<file path="src/rtl/deser3_pkg.sv">
package deser3_pkg;

    localparam int LANES     = 3;
    localparam int GRP_W     = 7;
    localparam int FLAG_W    = 2;
    localparam int FRM_BAL   = GRP_W + FLAG_W;
    localparam int FRM_PLAIN = GRP_W;
    localparam int WORD_W    = LANES * GRP_W;
    localparam int CNT_W     = $clog2(FRM_BAL + 1);

    typedef enum logic {
        FRAMING_PLAIN = 1'b0,
        FRAMING_BAL   = 1'b1
    } framing_e;

    typedef enum logic [FLAG_W-1:0] {
        POL_BAD_LO = 2'b00,
        POL_TRUE   = 2'b01,
        POL_INV    = 2'b10,
        POL_BAD_HI = 2'b11
    } flagpair_e;

    typedef struct packed {
        logic             err;
        logic [GRP_W-1:0] data;
    } group_t;

    // Decode one lane frame; raw holds the bits with the first received bit at the MSB.
    function automatic group_t restore_group(framing_e f, logic [FRM_BAL-1:0] raw);
        group_t    g;
        flagpair_e fp;
        fp     = flagpair_e'(raw[FRM_BAL-1 -: FLAG_W]);
        g.err  = 1'b0;
        g.data = raw[GRP_W-1:0];
        if (f == FRAMING_BAL) begin
            case (fp)
                POL_INV:  g.data = ~raw[GRP_W-1:0];
                POL_TRUE: g.data = raw[GRP_W-1:0];
                default:  g.err  = 1'b1;
            endcase
        end
        return g;
    endfunction

    function automatic logic [CNT_W-1:0] frame_len(framing_e f);
        return (f == FRAMING_BAL) ? CNT_W'(FRM_BAL) : CNT_W'(FRM_PLAIN);
    endfunction

endpackage

</file>
<file path="src/rtl/deser3_framer.sv">
module deser3_framer
    import deser3_pkg::*;
(
    input  logic     clk,
    input  logic     rst,
    input  logic     frame_start,
    input  logic     mode_in,
    output logic     shift_en,
    output logic     capture,
    output framing_e framing
);

    logic             in_frame_q;
    logic [CNT_W-1:0] cnt_q;
    framing_e         frame_mode_q;
    logic             mode_known_q;
    logic             discard_q;

    logic [CNT_W-1:0] bit_idx;
    framing_e         cur_mode;
    logic             cur_discard;
    logic             active;
    logic             last_bit;

    always_comb begin
        bit_idx     = frame_start ? '0 : cnt_q;
        cur_mode    = frame_start ? framing_e'(mode_in) : frame_mode_q;
        cur_discard = frame_start ? (mode_known_q && (framing_e'(mode_in) != frame_mode_q))
                                  : discard_q;
        active      = frame_start | in_frame_q;
        last_bit    = active && (bit_idx == frame_len(cur_mode) - CNT_W'(1));
    end

    assign shift_en = active;
    assign capture  = last_bit && !cur_discard;
    assign framing  = cur_mode;

    always_ff @(posedge clk) begin
        if (rst) begin
            in_frame_q   <= 1'b0;
            cnt_q        <= '0;
            frame_mode_q <= FRAMING_BAL;
            mode_known_q <= 1'b0;
            discard_q    <= 1'b0;
        end else begin
            if (frame_start) begin
                frame_mode_q <= framing_e'(mode_in);
                mode_known_q <= 1'b1;
                discard_q    <= cur_discard;
            end
            if (active) begin
                if (last_bit) begin
                    in_frame_q <= 1'b0;
                    cnt_q      <= '0;
                end else begin
                    in_frame_q <= 1'b1;
                    cnt_q      <= bit_idx + CNT_W'(1);
                end
            end
        end
    end

    assert_cnt_range_R9: assert property (@(posedge clk) disable iff (rst)
        cnt_q < CNT_W'(FRM_BAL));

    assert_discard_on_change_R6: assert property (@(posedge clk) disable iff (rst)
        (frame_start && mode_known_q && (framing_e'(mode_in) != frame_mode_q)) |=> discard_q);

    assert_mode_held_R7: assert property (@(posedge clk) disable iff (rst)
        (in_frame_q && !frame_start) |=> $stable(frame_mode_q));

endmodule

</file>
<file path="src/rtl/deser3_lane.sv">
module deser3_lane
    import deser3_pkg::*;
(
    input  logic     clk,
    input  logic     rst,
    input  logic     shift_en,
    input  logic     ser_in,
    input  framing_e framing,
    output group_t   grp
);

    logic [FRM_BAL-2:0] sr_q;
    logic [FRM_BAL-1:0] raw;

    // The bit on ser_in this cycle completes the frame when capture is high.
    assign raw = {sr_q, ser_in};
    assign grp = restore_group(framing, raw);

    always_ff @(posedge clk) begin
        if (rst) begin
            sr_q <= '0;
        end else if (shift_en) begin
            sr_q <= raw[FRM_BAL-2:0];
        end
    end

endmodule

</file>
<file path="src/rtl/deser3_outreg.sv">
module deser3_outreg
    import deser3_pkg::*;
(
    input  logic              clk,
    input  logic              rst,
    input  logic              capture,
    input  framing_e          framing,
    input  group_t            grps [LANES],
    input  logic              strobe_fall,
    output logic [WORD_W-1:0] word,
    output logic [LANES-1:0]  err,
    output logic              valid
);

    logic [WORD_W-1:0] word_q;
    logic [LANES-1:0]  err_q;
    logic              valid_rise_q;
    logic              valid_fall_q;
    logic [WORD_W-1:0] word_d;
    logic [LANES-1:0]  err_d;

    for (genvar i = 0; i < LANES; i++) begin : g_map
        assign word_d[i*GRP_W +: GRP_W] = grps[i].data;
        assign err_d[i]                 = grps[i].err;
    end

    always_ff @(posedge clk) begin
        if (rst) begin
            word_q       <= '0;
            err_q        <= '0;
            valid_rise_q <= 1'b0;
        end else begin
            valid_rise_q <= capture;
            if (capture) begin
                word_q <= word_d;
                err_q  <= err_d;
            end
        end
    end

    // Falling-edge relaunch of the strobe for downstream falling-edge capture.
    always_ff @(negedge clk) begin
        if (rst) begin
            valid_fall_q <= 1'b0;
        end else begin
            valid_fall_q <= valid_rise_q;
        end
    end

    assign word  = word_q;
    assign err   = err_q;
    assign valid = strobe_fall ? valid_fall_q : valid_rise_q;

    assert_single_strobe_R5: assert property (@(posedge clk) disable iff (rst)
        valid_rise_q |=> !valid_rise_q);

    assert_word_moves_with_strobe_R5: assert property (@(posedge clk) disable iff (rst)
        (word_q != $past(word_q)) |-> valid_rise_q);

    assert_plain_no_err_R2: assert property (@(posedge clk) disable iff (rst)
        (capture && framing == FRAMING_PLAIN) |=> (err_q == '0));

endmodule

</file>
<file path="src/rtl/deser3_top.sv">
module deser3_top
    import deser3_pkg::*;
(
    input  logic              clk,
    input  logic              rst,
    input  logic              balanced_mode,
    input  logic              strobe_fall,
    input  logic              frame_start,
    input  logic [LANES-1:0]  lane_in,
    output logic [WORD_W-1:0] word_out,
    output logic              word_valid,
    output logic [LANES-1:0]  flag_err
);

    logic     shift_en;
    logic     capture;
    framing_e framing;
    group_t   grps [LANES];

    deser3_framer u_framer (
        .clk         (clk),
        .rst         (rst),
        .frame_start (frame_start),
        .mode_in     (balanced_mode),
        .shift_en    (shift_en),
        .capture     (capture),
        .framing     (framing)
    );

    for (genvar i = 0; i < LANES; i++) begin : g_lane
        deser3_lane u_lane (
            .clk      (clk),
            .rst      (rst),
            .shift_en (shift_en),
            .ser_in   (lane_in[i]),
            .framing  (framing),
            .grp      (grps[i])
        );
    end

    deser3_outreg u_out (
        .clk         (clk),
        .rst         (rst),
        .capture     (capture),
        .framing     (framing),
        .grps        (grps),
        .strobe_fall (strobe_fall),
        .word        (word_out),
        .err         (flag_err),
        .valid       (word_valid)
    );

    assert_reset_quiet_R10: assert property (@(posedge clk)
        $past(rst) |-> (!word_valid || strobe_fall) && (word_out == '0 || !$past(rst, 2)));

endmodule

</file>
<file path="config.mk">
export PLATFORM = sky130hd
export DESIGN_NAME = deser3_top
export DESIGN_NICKNAME = d
export VERILOG_FILES = /design/src/rtl/deser3_pkg.sv /design/src/rtl/deser3_framer.sv /design/src/rtl/deser3_lane.sv /design/src/rtl/deser3_outreg.sv /design/src/rtl/deser3_top.sv
export SDC_FILE = /design/constraint.sdc
export NUM_CORES = 1
export LEC_CHECK = 0
export BUFFER_PORTS_ARGS = -buffer_cell sky130_fd_sc_hd__buf_2
export CAP_MARGIN = 0
export CORE_UTILIZATION = 47
export DETAILED_ROUTE_END_ITERATION = 8
export PLACE_DENSITY = 0.74
export SYNTH_ARGS = -nofsm -noshare
export SYNTH_HDL_FRONTEND = slang
export SYNTH_SLANG_ARGS = --single-unit
</file>
<file path="constraint.sdc">
create_clock -name clk -period 4.1 [get_ports clk]
set_clock_uncertainty 0.15 [all_clocks]
set_input_delay 0.205 -clock clk [delete_from_list [all_inputs] [get_ports clk]]
set_output_delay 0.205 -clock clk [all_outputs]
set_load 0.01 [all_outputs]
</file>
==> flow_metrics.env <==
export IMPL_dpl_cell_area_um2=2640
export IMPL_endpoint_kind="primary output"
export IMPL_clock_path_buffers=2
export IMPL_r2r_cells=1
export IMPL_area_delta_synth_final_pct=15.6
export IMPL_final_cell_area_um2=2860
export IMPL_wl_per_cell_um=12.3
export IMPL_ioPinCount=33
export IMPL_routed_wl_um=4650
export IMPL_synth_compound_area_share_pct=18.5
export IMPL_muxShareOfSynthArea_pct=0.912
export IMPL_grt_pass1_wl_um=7620
export IMPL_synth_area_leaders="dfxtp_1 (47%), a211oi_2 (11%), nand2_1 (8.1%)"
export IMPL_hpwlAfterDp_um=2890
export IMPL_synth_cell_type_count=26
export IMPL_p_leak_nw=1.06
export IMPL_hold_violations=0
export IMPL_ys_seq_area_share_pct=47.0
export IMPL_critical_path_arrival_ps=3090
export IMPL_synth_cell_area_um2=2470
export IMPL_p_total_w=0.00114
export IMPL_r2r_slack_ps=1400
export IMPL_layout_drive_gt1_share_pct=22.8
export IMPL_hold_ws_ps=57.0
export IMPL_routed_via_count=1869
export IMPL_grt_util_all_layers_pct=18.7
export IMPL_diodes=0
export IMPL_mappedNetlistNets=283
export IMPL_max_slew_margin_rel_pct=40.4
export IMPL_ir_drop_mv=0.234
export IMPL_synthFlopType="dfxtp_1"
export IMPL_syn_avg_cell_area_um2=9.11
export IMPL_worst_slew_pin_slew_ps=894
export IMPL_ant_nets=0
export IMPL_hold_depth=4
export IMPL_hp_start="balanced_mode"
export IMPL_synth_top_cell_area_share_pct=47.0
export IMPL_overflow=0
export IMPL_row_count=26
export IMPL_crit_fanout=1
export IMPL_antenna_found_initial=0
export IMPL_initial_core_util_pct=48.7
export IMPL_yosys_area_top_type="dfxtp_1"
export IMPL_drt_pre_antenna_iters=4
export IMPL_clkSlewWorstSetupHoldPaths_ps=60
export IMPL_postSynthCellCount=271
export IMPL_cap_viol_max_count=0
export IMPL_die_h_um=74.5
export IMPL_dp_worst_setup_slack_ps=1040
export IMPL_cts_made_buffers=9
export IMPL_io_buffers=32
export IMPL_yosys_area_share_adder_pct=2.03
export IMPL_cp_required_ps=3740
export IMPL_synth_top_cells_by_count="dfxtp_1 (58), nand2_1 (53), a21oi_1 (30)"
export IMPL_dieArea_um2=5550
export IMPL_grt_pass1_vias=1661
export IMPL_cpPeakStageDelay_ps=280
export IMPL_crit_path_cell_trace="mux2_2 -> buf_2"
export IMPL_powerDensity_nw_per_um2=401
export IMPL_postCtsSetupBuffers=0
export IMPL_ys_async_sr_fraction_pct=0
export IMPL_setup_viol=0
export IMPL_hold_buffers=3
export IMPL_synth_xor_area_share_pct=8.51
export IMPL_cts_repair_resize_count=0
export IMPL_cts_tree="done"
export IMPL_r2r_end="u_out.valid_fall_q$_SDFF_NP0_"
export IMPL_crit_slowest_cell="dfxtp_1"
export IMPL_gp_congestion=0.742
export IMPL_crit_type="flop to primary output"
export IMPL_cts_sinks=58
export IMPL_ys_warnings_count=0
export IMPL_synth_edf_count=0
export IMPL_maxSlewViolCount=0
export IMPL_cts_root_buf="clkbuf_8"
export IMPL_cts_htree_levels=3
export IMPL_die_w_um=74.5
export IMPL_core_um2=5070
export IMPL_holdCritPathClass="input pin to flop"
export IMPL_worst_slack_ps=655
export IMPL_drcViolationCount=0
export IMPL_synth_simple_area_share_pct=18.1
export IMPL_synth_ff_latch_count=58
export IMPL_drt_iter0_markers=97
export IMPL_reg2reg_from="u_out.valid_rise_q$_SDFF_PP0_"
export IMPL_status="finished clean"
export IMPL_yosys_cell_count_top_type="dfxtp_1"
export IMPL_rsz0062_at_grt="false"
export IMPL_nets=314
export IMPL_viasPerCell=4.96
export IMPL_synth_top_family_by_area="compound AO/OA/AOI/OAI gates"
export IMPL_start_kind="flop"
export IMPL_clkLatencyLatePin_ps=340
export IMPL_setup_tns_ps=0
export IMPL_grt_max_degree=58
export IMPL_whs_endpoint="u_framer.discard_q$_SDFFE_PP0P_"
cells by family after synthesis:
kind of cell,count (synthesis)
AND/OR/NAND/NOR,102
AO/OA/AOI/OAI,58
flip-flops,58
XOR/XNOR,24
buffers and inverters,23
adder cells (fa/ha/maj),4
multiplexers,2
routing by layer:
metal | global-route usage, % | up-vias | share of wire (%)
met1 | 22.9 | 855 | 48
met4 | 10.3 | 0 | 1.9
met2 | 28.3 | 39 | 45
met3 | 6.91 | 10 | 5.0
li1 | - | 965 | -
met5 | 0 | - | 0
worst max-delay path: cells and delay by family (launching register included):
family                 cells  cell delay (ps)
multiplexers               1              250
flip-flops                 1              280
buffers and inverters      1              140
metrics by stage:
step / util [%] / std cells
6_report: 56.3 / 377
5_1_grt: 56.3 / 377
4_1_cts: 56.3 / 377
3_5_place_dp: 52.0 / 358
3_3_place_gp: 52.0 / 358
2_1_floorplan: - / 271
cell type report:
class / instances / area, um2
fillers: 469 / 2220
clock buffers: 13 / 149
flip-flops and latches: 58 / 1160
clock inverters: 4 / 42.5
well taps: 70 / 87.6
repair buffers: 38 / 213
inverters: 4 / 15.0
multi-input cells: 190 / 1190
placed cells by master, fill, tap and decap left out:
| cell | instances |
|---|---|
| o211a_1 | 1 |
| buf_4 | 3 |
| mux2_2 | 2 |
| clkbuf_1 | 3 |
| inv_1 | 5 |
| nor2_1 | 26 |
| a21oi_1 | 30 |
| clkbuf_8 | 10 |
| nor3b_1 | 1 |
| a211oi_2 | 21 |
| clkinv_1 | 1 |
| bufinv_16 | 1 |
| nor2b_1 | 5 |
| nand2b_1 | 3 |
| xor2_1 | 22 |
| ha_1 | 4 |
| or2_1 | 2 |
| xnor2_1 | 2 |
| buf_2 | 32 |
| nor3_1 | 1 |
| dfxtp_1 | 58 |
| o21ai_1 | 2 |
| and4bb_1 | 2 |
| nand3_1 | 7 |
| clkinv_2 | 1 |
| dlygate4sd3_1 | 3 |
| o21ai_0 | 3 |
| nand3b_1 | 2 |
| nand2_1 | 53 |
| a221o_1 | 1 |
worst max-delay path by stage:
| stage | start | cells after the start | end | slack (ps) |
|---|---|---|---|---|
| 6_report | u_out.valid_fall_q$_SDFF_NP0_ | 2 | word_valid | 650 |
| 5_1_grt | u_out.valid_fall_q$_SDFF_NP0_ | 2 | word_valid | 600 |
| 4_1_cts | u_out.valid_fall_q$_SDFF_NP0_ | 2 | word_valid | 640 |
| 3_5_place_dp | u_out.valid_fall_q$_SDFF_NP0_ | 2 | word_valid | 1040 |
| 3_3_place_gp | u_out.valid_fall_q$_SDFF_NP0_ | 2 | word_valid | 1040 |
| 2_1_floorplan | u_out.valid_fall_q$_SDFF_NP0_ | 1 | word_valid | 1140 |
registers in the layout (all words and copies together) (netlist names):
signal                 flops
u_framer.discard_q         1
u_framer.cnt_q             4
g_lane.u_lane.sr_q        24
u_out.valid_fall_q         1
u_out.err                  3
u_out.word                21
u_out.valid_rise_q         1
u_framer.frame_mode_q      1
u_framer.in_frame_q        1
u_framer.mode_known_q      1
where the power goes:
part           internal (W)  switching, W
clock network      0.000296      0.000215
registers          0.000572    0.00000810
logic             0.0000179     0.0000348
total              0.000886      0.000258
(Power assumes the default switching activity.)
